## config.mk

```make
export PLATFORM = sky130hd
export DESIGN_NAME = spi_buf_irq_unit
export DESIGN_NICKNAME = d
export VERILOG_FILES = /design/src/rtl/spq_pkg.sv /design/src/rtl/spq_fifo.sv /design/src/rtl/spq_status.sv /design/src/rtl/spq_regif.sv /design/src/rtl/spi_buf_irq_unit.sv
export SDC_FILE = /design/constraint.sdc
export NUM_CORES = 1
export LEC_CHECK = 0
export ABC_AREA = 1
export BUFFER_PORTS_ARGS = -buffer_cell sky130_fd_sc_hd__buf_2
export CORE_MARGIN = 10
export CORE_UTILIZATION = 55
export DETAILED_ROUTE_END_ITERATION = 16
export GPL_ROUTABILITY_DRIVEN = 0
export GPL_TIMING_DRIVEN = 0
export PLACE_DENSITY = 0.76
export REMOVE_ABC_BUFFERS = 1
export SLEW_MARGIN = 5
export SYNTH_ARGS = -nofsm -noshare
export SYNTH_HDL_FRONTEND = slang
export SYNTH_SLANG_ARGS = --single-unit
```

## constraint.sdc

```tcl
create_clock -name clk -period 3.5 [get_ports clk]
set_input_delay 0.35 -clock clk [delete_from_list [all_inputs] [get_ports clk]]
set_output_delay 0.35 -clock clk [all_outputs]
set_load 0.05 [all_outputs]
```

## src/rtl/spq_pkg.sv

```systemverilog
package spq_pkg;
  localparam int ADDR_W = 3;
  localparam int FLD_W  = 4;
  localparam int NUM_ST = 6;
  localparam int NUM_IE = 5;

  localparam logic [ADDR_W-1:0] A_STAT = 3'd0;
  localparam logic [ADDR_W-1:0] A_IEN  = 3'd1;
  localparam logic [ADDR_W-1:0] A_THR  = 3'd2;
  localparam logic [ADDR_W-1:0] A_WCNT = 3'd3;
  localparam logic [ADDR_W-1:0] A_TXD  = 3'd4;
  localparam logic [ADDR_W-1:0] A_RXD  = 3'd5;

  localparam int ST_PEND = 0;
  localparam int ST_DONE = 1;
  localparam int ST_TXLO = 2;
  localparam int ST_RXHI = 3;
  localparam int ST_TXUF = 4;
  localparam int ST_RXOF = 5;

  // Word-count layout: receive in the low field, transmit above it.
  function automatic logic [2*FLD_W-1:0] pack_wcnt(input logic [FLD_W-1:0] rxc,
                                                   input logic [FLD_W-1:0] txc);
    return {txc, rxc};
  endfunction

  function automatic logic tx_low(input logic [FLD_W-1:0] cnt,
                                  input logic [FLD_W-1:0] mark);
    return cnt <= mark;
  endfunction

  function automatic logic rx_high(input logic [FLD_W-1:0] cnt,
                                   input logic [FLD_W-1:0] mark);
    return cnt >= mark;
  endfunction

  // Enable bit k masks status bit k+1.
  function automatic logic irq_reduce(input logic [NUM_ST-1:0] st,
                                      input logic [NUM_IE-1:0] en);
    return |(st[NUM_ST-1:1] & en);
  endfunction
endpackage

```

## src/rtl/spq_fifo.sv

```systemverilog
module spq_fifo #(
  parameter int WIDTH = 32,
  parameter int DEPTH = 8,
  parameter int CW    = $clog2(DEPTH + 1)
) (
  input  logic             clk,
  input  logic             rst_n,
  input  logic             push_i,
  input  logic [WIDTH-1:0] push_data_i,
  input  logic             pop_i,
  output logic [WIDTH-1:0] pop_data_o,
  output logic [CW-1:0]    count_o,
  output logic             full_o,
  output logic             empty_o
);
  localparam int AW = (DEPTH > 1) ? $clog2(DEPTH) : 1;

  logic [WIDTH-1:0] mem [DEPTH];
  logic [AW-1:0]    wr_ptr, rd_ptr;
  logic [CW-1:0]    cnt;
  logic             push_ok, pop_ok;

  function automatic logic [AW-1:0] next_ptr(input logic [AW-1:0] p);
    return (p == AW'(DEPTH - 1)) ? '0 : p + 1'b1;
  endfunction

  assign full_o     = (cnt == CW'(DEPTH));
  assign empty_o    = (cnt == '0);
  assign push_ok    = push_i && !full_o;
  assign pop_ok     = pop_i && !empty_o;
  assign pop_data_o = empty_o ? '0 : mem[rd_ptr];
  assign count_o    = cnt;

  always_ff @(posedge clk or negedge rst_n) begin
    if (!rst_n) begin
      wr_ptr <= '0;
      rd_ptr <= '0;
      cnt    <= '0;
    end else begin
      if (push_ok) wr_ptr <= next_ptr(wr_ptr);
      if (pop_ok)  rd_ptr <= next_ptr(rd_ptr);
      if (push_ok && !pop_ok)      cnt <= cnt + 1'b1;
      else if (pop_ok && !push_ok) cnt <= cnt - 1'b1;
    end
  end

  always_ff @(posedge clk) begin
    if (push_ok) mem[wr_ptr] <= push_data_i;
  end
endmodule

```

## src/rtl/spq_status.sv

```systemverilog
module spq_status
  import spq_pkg::*;
(
  input  logic              clk,
  input  logic              rst_n,
  input  logic              busy_i,
  input  logic [NUM_ST-1:1] set_i,
  input  logic              clr_we_i,
  input  logic [NUM_ST-1:0] clr_mask_i,
  output logic [NUM_ST-1:0] status_o
);
  logic [NUM_ST-1:1] sticky;

  // Set wins over write-one clear in the same cycle.
  always_ff @(posedge clk or negedge rst_n) begin
    if (!rst_n) begin
      sticky <= '0;
    end else begin
      for (int b = 1; b < NUM_ST; b++) begin
        if (set_i[b])                         sticky[b] <= 1'b1;
        else if (clr_we_i && clr_mask_i[b])   sticky[b] <= 1'b0;
      end
    end
  end

  assign status_o = {sticky, busy_i};
endmodule

```

## src/rtl/spq_regif.sv

```systemverilog
module spq_regif
  import spq_pkg::*;
#(
  parameter int DATA_W = 32,
  parameter int DEPTH  = 8
) (
  input  logic               clk,
  input  logic               rst_n,
  input  logic               wr_i,
  input  logic               rd_i,
  input  logic [ADDR_W-1:0]  addr_i,
  input  logic [DATA_W-1:0]  wdata_i,
  output logic [DATA_W-1:0]  rdata_o,
  input  logic [NUM_ST-1:0]  status_i,
  input  logic [2*FLD_W-1:0] wcnt_i,
  input  logic [DATA_W-1:0]  rx_word_i,
  output logic [NUM_IE-1:0]  ien_o,
  output logic [FLD_W-1:0]   thr_tx_o,
  output logic [FLD_W-1:0]   thr_rx_o,
  output logic               st_clr_o,
  output logic               tx_push_o,
  output logic               rx_pop_o
);
  localparam logic [FLD_W-1:0] RX_MARK_RST = FLD_W'(DEPTH);

  logic unused_wdata;
  assign unused_wdata = ^wdata_i[DATA_W-1:2*FLD_W];

  always_ff @(posedge clk or negedge rst_n) begin
    if (!rst_n) begin
      ien_o    <= '0;
      thr_tx_o <= '0;
      thr_rx_o <= RX_MARK_RST;
    end else if (wr_i) begin
      if (addr_i == A_IEN) ien_o <= wdata_i[NUM_IE-1:0];
      if (addr_i == A_THR) begin
        thr_tx_o <= wdata_i[FLD_W-1:0];
        thr_rx_o <= wdata_i[2*FLD_W-1:FLD_W];
      end
    end
  end

  assign st_clr_o  = wr_i && (addr_i == A_STAT);
  assign tx_push_o = wr_i && (addr_i == A_TXD);
  assign rx_pop_o  = rd_i && (addr_i == A_RXD);

  always_comb begin
    rdata_o = '0;
    case (addr_i)
      A_STAT:  rdata_o = DATA_W'(status_i);
      A_IEN:   rdata_o = DATA_W'(ien_o);
      A_THR:   rdata_o = DATA_W'({thr_rx_o, thr_tx_o});
      A_WCNT:  rdata_o = DATA_W'(wcnt_i);
      A_RXD:   rdata_o = rx_word_i;
      default: rdata_o = '0;
    endcase
  end
endmodule

```

## src/rtl/spi_buf_irq_unit.sv

```systemverilog
module spi_buf_irq_unit
  import spq_pkg::*;
#(
  parameter int DATA_W = 32,
  parameter int DEPTH  = 8
) (
  input  logic              clk,
  input  logic              rst_n,
  input  logic              reg_wr,
  input  logic              reg_rd,
  input  logic [ADDR_W-1:0] reg_addr,
  input  logic [DATA_W-1:0] reg_wdata,
  output logic [DATA_W-1:0] reg_rdata,
  input  logic              eng_busy,
  input  logic              eng_done,
  input  logic              eng_tx_req,
  output logic [DATA_W-1:0] eng_tx_word,
  input  logic              eng_rx_valid,
  input  logic [DATA_W-1:0] eng_rx_word,
  output logic              irq
);
  localparam int CNT_W = $clog2(DEPTH + 1);

  // Named internal events, visible to the bound checker.
  logic [CNT_W-1:0]   tx_cnt, rx_cnt;
  logic               tx_full, tx_empty, rx_full, rx_empty;
  logic [DATA_W-1:0]  rx_head;
  logic               tx_push, rx_pop, st_clr;
  logic [NUM_IE-1:0]  ien;
  logic [FLD_W-1:0]   thr_tx, thr_rx;
  logic [NUM_ST-1:0]  status;
  logic [2*FLD_W-1:0] wcnt;
  logic               ev_done, ev_tx_low, ev_rx_high, ev_tx_starve, ev_rx_drop;
  logic [NUM_ST-1:1]  st_set;
  logic               unused_flags;

  assign unused_flags = tx_full ^ rx_empty;

  spq_fifo #(.WIDTH(DATA_W), .DEPTH(DEPTH), .CW(CNT_W)) i_txq (
    .clk(clk), .rst_n(rst_n),
    .push_i(tx_push), .push_data_i(reg_wdata),
    .pop_i(eng_tx_req), .pop_data_o(eng_tx_word),
    .count_o(tx_cnt), .full_o(tx_full), .empty_o(tx_empty)
  );

  spq_fifo #(.WIDTH(DATA_W), .DEPTH(DEPTH), .CW(CNT_W)) i_rxq (
    .clk(clk), .rst_n(rst_n),
    .push_i(eng_rx_valid), .push_data_i(eng_rx_word),
    .pop_i(rx_pop), .pop_data_o(rx_head),
    .count_o(rx_cnt), .full_o(rx_full), .empty_o(rx_empty)
  );

  assign wcnt = pack_wcnt(FLD_W'(rx_cnt), FLD_W'(tx_cnt));

  assign ev_done      = eng_done;
  assign ev_tx_low    = tx_low(FLD_W'(tx_cnt), thr_tx);
  assign ev_rx_high   = rx_high(FLD_W'(rx_cnt), thr_rx);
  assign ev_tx_starve = eng_busy && eng_tx_req && tx_empty;
  assign ev_rx_drop   = eng_rx_valid && rx_full;
  assign st_set       = {ev_rx_drop, ev_tx_starve, ev_rx_high, ev_tx_low, ev_done};

  spq_status i_stat (
    .clk(clk), .rst_n(rst_n), .busy_i(eng_busy), .set_i(st_set),
    .clr_we_i(st_clr), .clr_mask_i(reg_wdata[NUM_ST-1:0]), .status_o(status)
  );

  spq_regif #(.DATA_W(DATA_W), .DEPTH(DEPTH)) i_regs (
    .clk(clk), .rst_n(rst_n), .wr_i(reg_wr), .rd_i(reg_rd), .addr_i(reg_addr),
    .wdata_i(reg_wdata), .rdata_o(reg_rdata), .status_i(status), .wcnt_i(wcnt),
    .rx_word_i(rx_head), .ien_o(ien), .thr_tx_o(thr_tx), .thr_rx_o(thr_rx),
    .st_clr_o(st_clr), .tx_push_o(tx_push), .rx_pop_o(rx_pop)
  );

  assign irq = irq_reduce(status, ien);
endmodule

```

==> run summary <==
Status: completed
CTS tree: built
Worst r2r path cells: 7
Crit path required time: 3.15 ns
Final std cells w/o fill: 3103
Total power draw: 22.76 mW
Worst slew pin tran: 0.9481 ns
Pre-antenna DRT Iters: 5
CP Launch Type: register
Final setup violation count: 0
CP Max Fanout: 84
Share of cells above drive strength 1: 0.1214
GR Layer Usage met2: 0.3677
Drt drc: 0
FF-to-FF setup slack: 0.37 ns
Clock sinks: 550
Slew Viols, Final: 0
Io pins: 140
Max-cap violations: 0
Row count: 76
Gr ovfl total: 0
Busiest grt layer: met2
Count of input and output buffers: 139
Hold/Removal Path Class: in -> reg
Critical path's slowest cell: dfrtp_4
Post-cts resize count: 0
Synth cell count leaders: nand2_1 (516), edfxtp_1 (512), nor2_1 (477)
Post-synth cell types: 33
Largest net degree at the start of global routing: 85
Peak VDD IR: 0.6106 mV
Max_slew headroom: 0.3645
Drt via density: 5.298
Total wire length: 54610 um
Clock Tree Root: clkbuf_16
Crit-path cells: buf_16, inv_4, buf_16, nand2_1, nand3_1, nand3_1, nand2_1, nor2_1, buf_2
Routed vias: 16440
Worst Hold Margin: 0.03221 ns
P&R area growth vs syn: 16.99%
Hold Fails Final Rpt: 0
CP Buf/Inv Count: 4
Initial core utilization: 0.5529
Detail Placement HPWL: 33010 um
Tcrit/Tclk final: 0.9515
Post-synth top area share: 0.6484
Most frequent cell after synthesis: nand2_1
Die Y: 227.6 um
Primary FF master, synth: edfxtp_1
Static leakage: 11.46 nW
Ys async rst share: 0.06909
Placed insts: 2957
Cells after synthesis: 2291
Yosys top cell by area: edfxtp_1
CTS Buffer Depth: 3
Worst setup EP type: primary output
Vias in the first global route: 16140
Htree depth: 2
Worst setup margin: 0.1697 ns
Hold EP: i_rxq.mem[0][5]$_DFFE_PP_
PD cells: 820.6 nW/um^2
Max Freq: 300.3 MHz
FF-to-FF End: i_txq.mem[1][19]$_DFFE_PP_
WL/cell: 17.60 um
Critical path's top delay family: buffers and inverters
Post-route core utilization: 0.6468
Unrepaired setup endpoints after global routing: no
First-pass GRT wire length: 84170 um
Initial antenna violation count: 6
Reg2reg start: i_txq.count_o[1]$_DFFE_PN0P_
Worst-Skew Late Latency: 0.60 ns
Core ar.: 42890 um^2
Grt met1 use: 0.2464
Avg Cell Area, Syn: 10.35 um^2
Syn Std Cell Area: 23710 um^2
Slowest stage delay, CP: 0.70 ns
Worst endpoint data arrival time: 2.98 ns
Area taken by multi-input logic gates: 5977 um^2
Worst-path clk slew: 0.06 ns
Ys Warns: 0
Fillers: 3127
Tmin final: 3.330 ns
Post-synthesis sequential area ratio: 0.6885
Die area: 51820 um^2
Synth area leaders: edfxtp_1 (65%), nand2_1 (8.2%), nor2_1 (7.6%)
Post-route ant nets: 0
EDFF count, synth: 512
Initial DRC Count: 1612
Yosys reg bits: 550
Hold-critical path depth: 1
Kind of critical path: reg -> out
Clock skew: 0.01461 ns
Chip Width: 227.6 um
Hold path start: eng_rx_word[5]
Register area: 16340 um^2
Worst slack, placed: 0.3206 ns
GRT Util Overall: 0.2075
Final nets: 2567
GR Util met3: 0.04170
CTS buffer count: 54
## registers in the layout, indices dropped and copies added, names as in the netlist, 4 cells and up
register and cells:
i_regs.ien_o 5, i_regs.thr_rx_o 4, i_regs.thr_tx_o 4, i_rxq.count_o 4
i_rxq.mem 256, i_stat.sticky 5, i_txq.count_o 4, i_txq.mem 256
## cells in the final DEF (no fill, tap or decap), types with 7 or more instances in the layout
cell type      count
dfrtp_1           31
nor2_4             8
a21oi_1            8
bufinv_16          7
dlygate4sd3_1     37
inv_1            256
edfxtp_1         512
buf_2            139
o21ai_0          131
clkbuf_16         55
nand2_1          515
buf_4             10
nor3_2            10
buf_6             14
clkinv_1          13
nor2_1           469
buf_16            11
ha_1              22
o21ai_1           14
buf_12            11
clkbuf_1          10
nand3_1          171
## repair_timing
item                                    CTS  global route
hold buffers                             37             0
buffers inserted                          1             2
endpoints found under the setup margin   10            10
endpoints found under the hold margin   282             0
## power breakdown
group / internal [mW] / switching [mW] / leakage (nW)
sequential: 7.85 / 0.610 / 5.08
clock: 3.41 / 2.43 / 0.864
combinational: 2.49 / 5.97 / 5.52
total: 13.7 / 9.01 / 11.5
## cells by family (layout without fill, tap and decap cells)
kind of cell               Yosys count  in the layout  share of synthesized area
AOI/OAI and AO/OA                  160            160                    0.03446
adders and majority gates           24             24                    0.01330
and+or+nand+nor                   1182           1182                     0.1981
DFF                                550            550                     0.6885
other                                0              6                          0
xor gates and xnor gates             5              5                   0.001847
buffers and inverters              370            591                    0.06374
## worst register-to-register path: cells and delay by family (launching register included)
family                 cells  cell delay [ns]
DFF                        1             0.44
and+or+nand+nor            4             1.73
buffers and inverters      3             0.64
## area by class of cell
| cell class | count | share of cell area |
|---|---|---|
| diodes | 6 | 0.0005412 |
| clock buffers | 65 | 0.05097 |
| clock inverters | 35 | 0.01358 |
| inverters | 265 | 0.03604 |
| multi-input cells | 1371 | 0.2155 |
| flip-flops and latches | 550 | 0.5892 |
| well taps | 585 | 0.02639 |
| repair buffers | 226 | 0.06784 |
## metrics by stage
step	TNS [ns]	instance area, um^2
after floorplan	-169.12	23200
after global placement	-1103.63	24620
after detailed placement	0	25500
after CTS	0	27680
after global routing	0	27740
final	0	27740
## worst max-delay path by stage
stage                                            end  slack [ns]                         from  depth (start not counted)
after CTS                             eng_tx_word[6]        0.08  i_txq.rd_ptr[1]$_DFFE_PN0P_                          8
after detailed placement  i_txq.mem[3][10]$_DFFE_PP_        0.32                  reg_addr[0]                          8
after global routing                 eng_tx_word[22]        0.04  i_txq.rd_ptr[0]$_DFFE_PN0P_                          9
after global placement                eng_tx_word[6]       -4.68  i_txq.rd_ptr[0]$_DFFE_PN0P_                          7
after floorplan                       eng_tx_word[0]       -2.06  i_txq.rd_ptr[0]$_DFFE_PN0P_                          6
final                                eng_tx_word[17]        0.17  i_txq.rd_ptr[0]$_DFFE_PN0P_                          9
## per-layer routing
| layer | share of wire | vias up |
|---|---|---|
| met5 | 0.00042 | - |
| met4 | 0.027 | 4 |
| met3 | 0.071 | 129 |
| met2 | 0.52 | 609 |
| li1 | - | 7848 |
| met1 | 0.39 | 7850 |
Note: power is estimated with default switching activity, not from simulation.
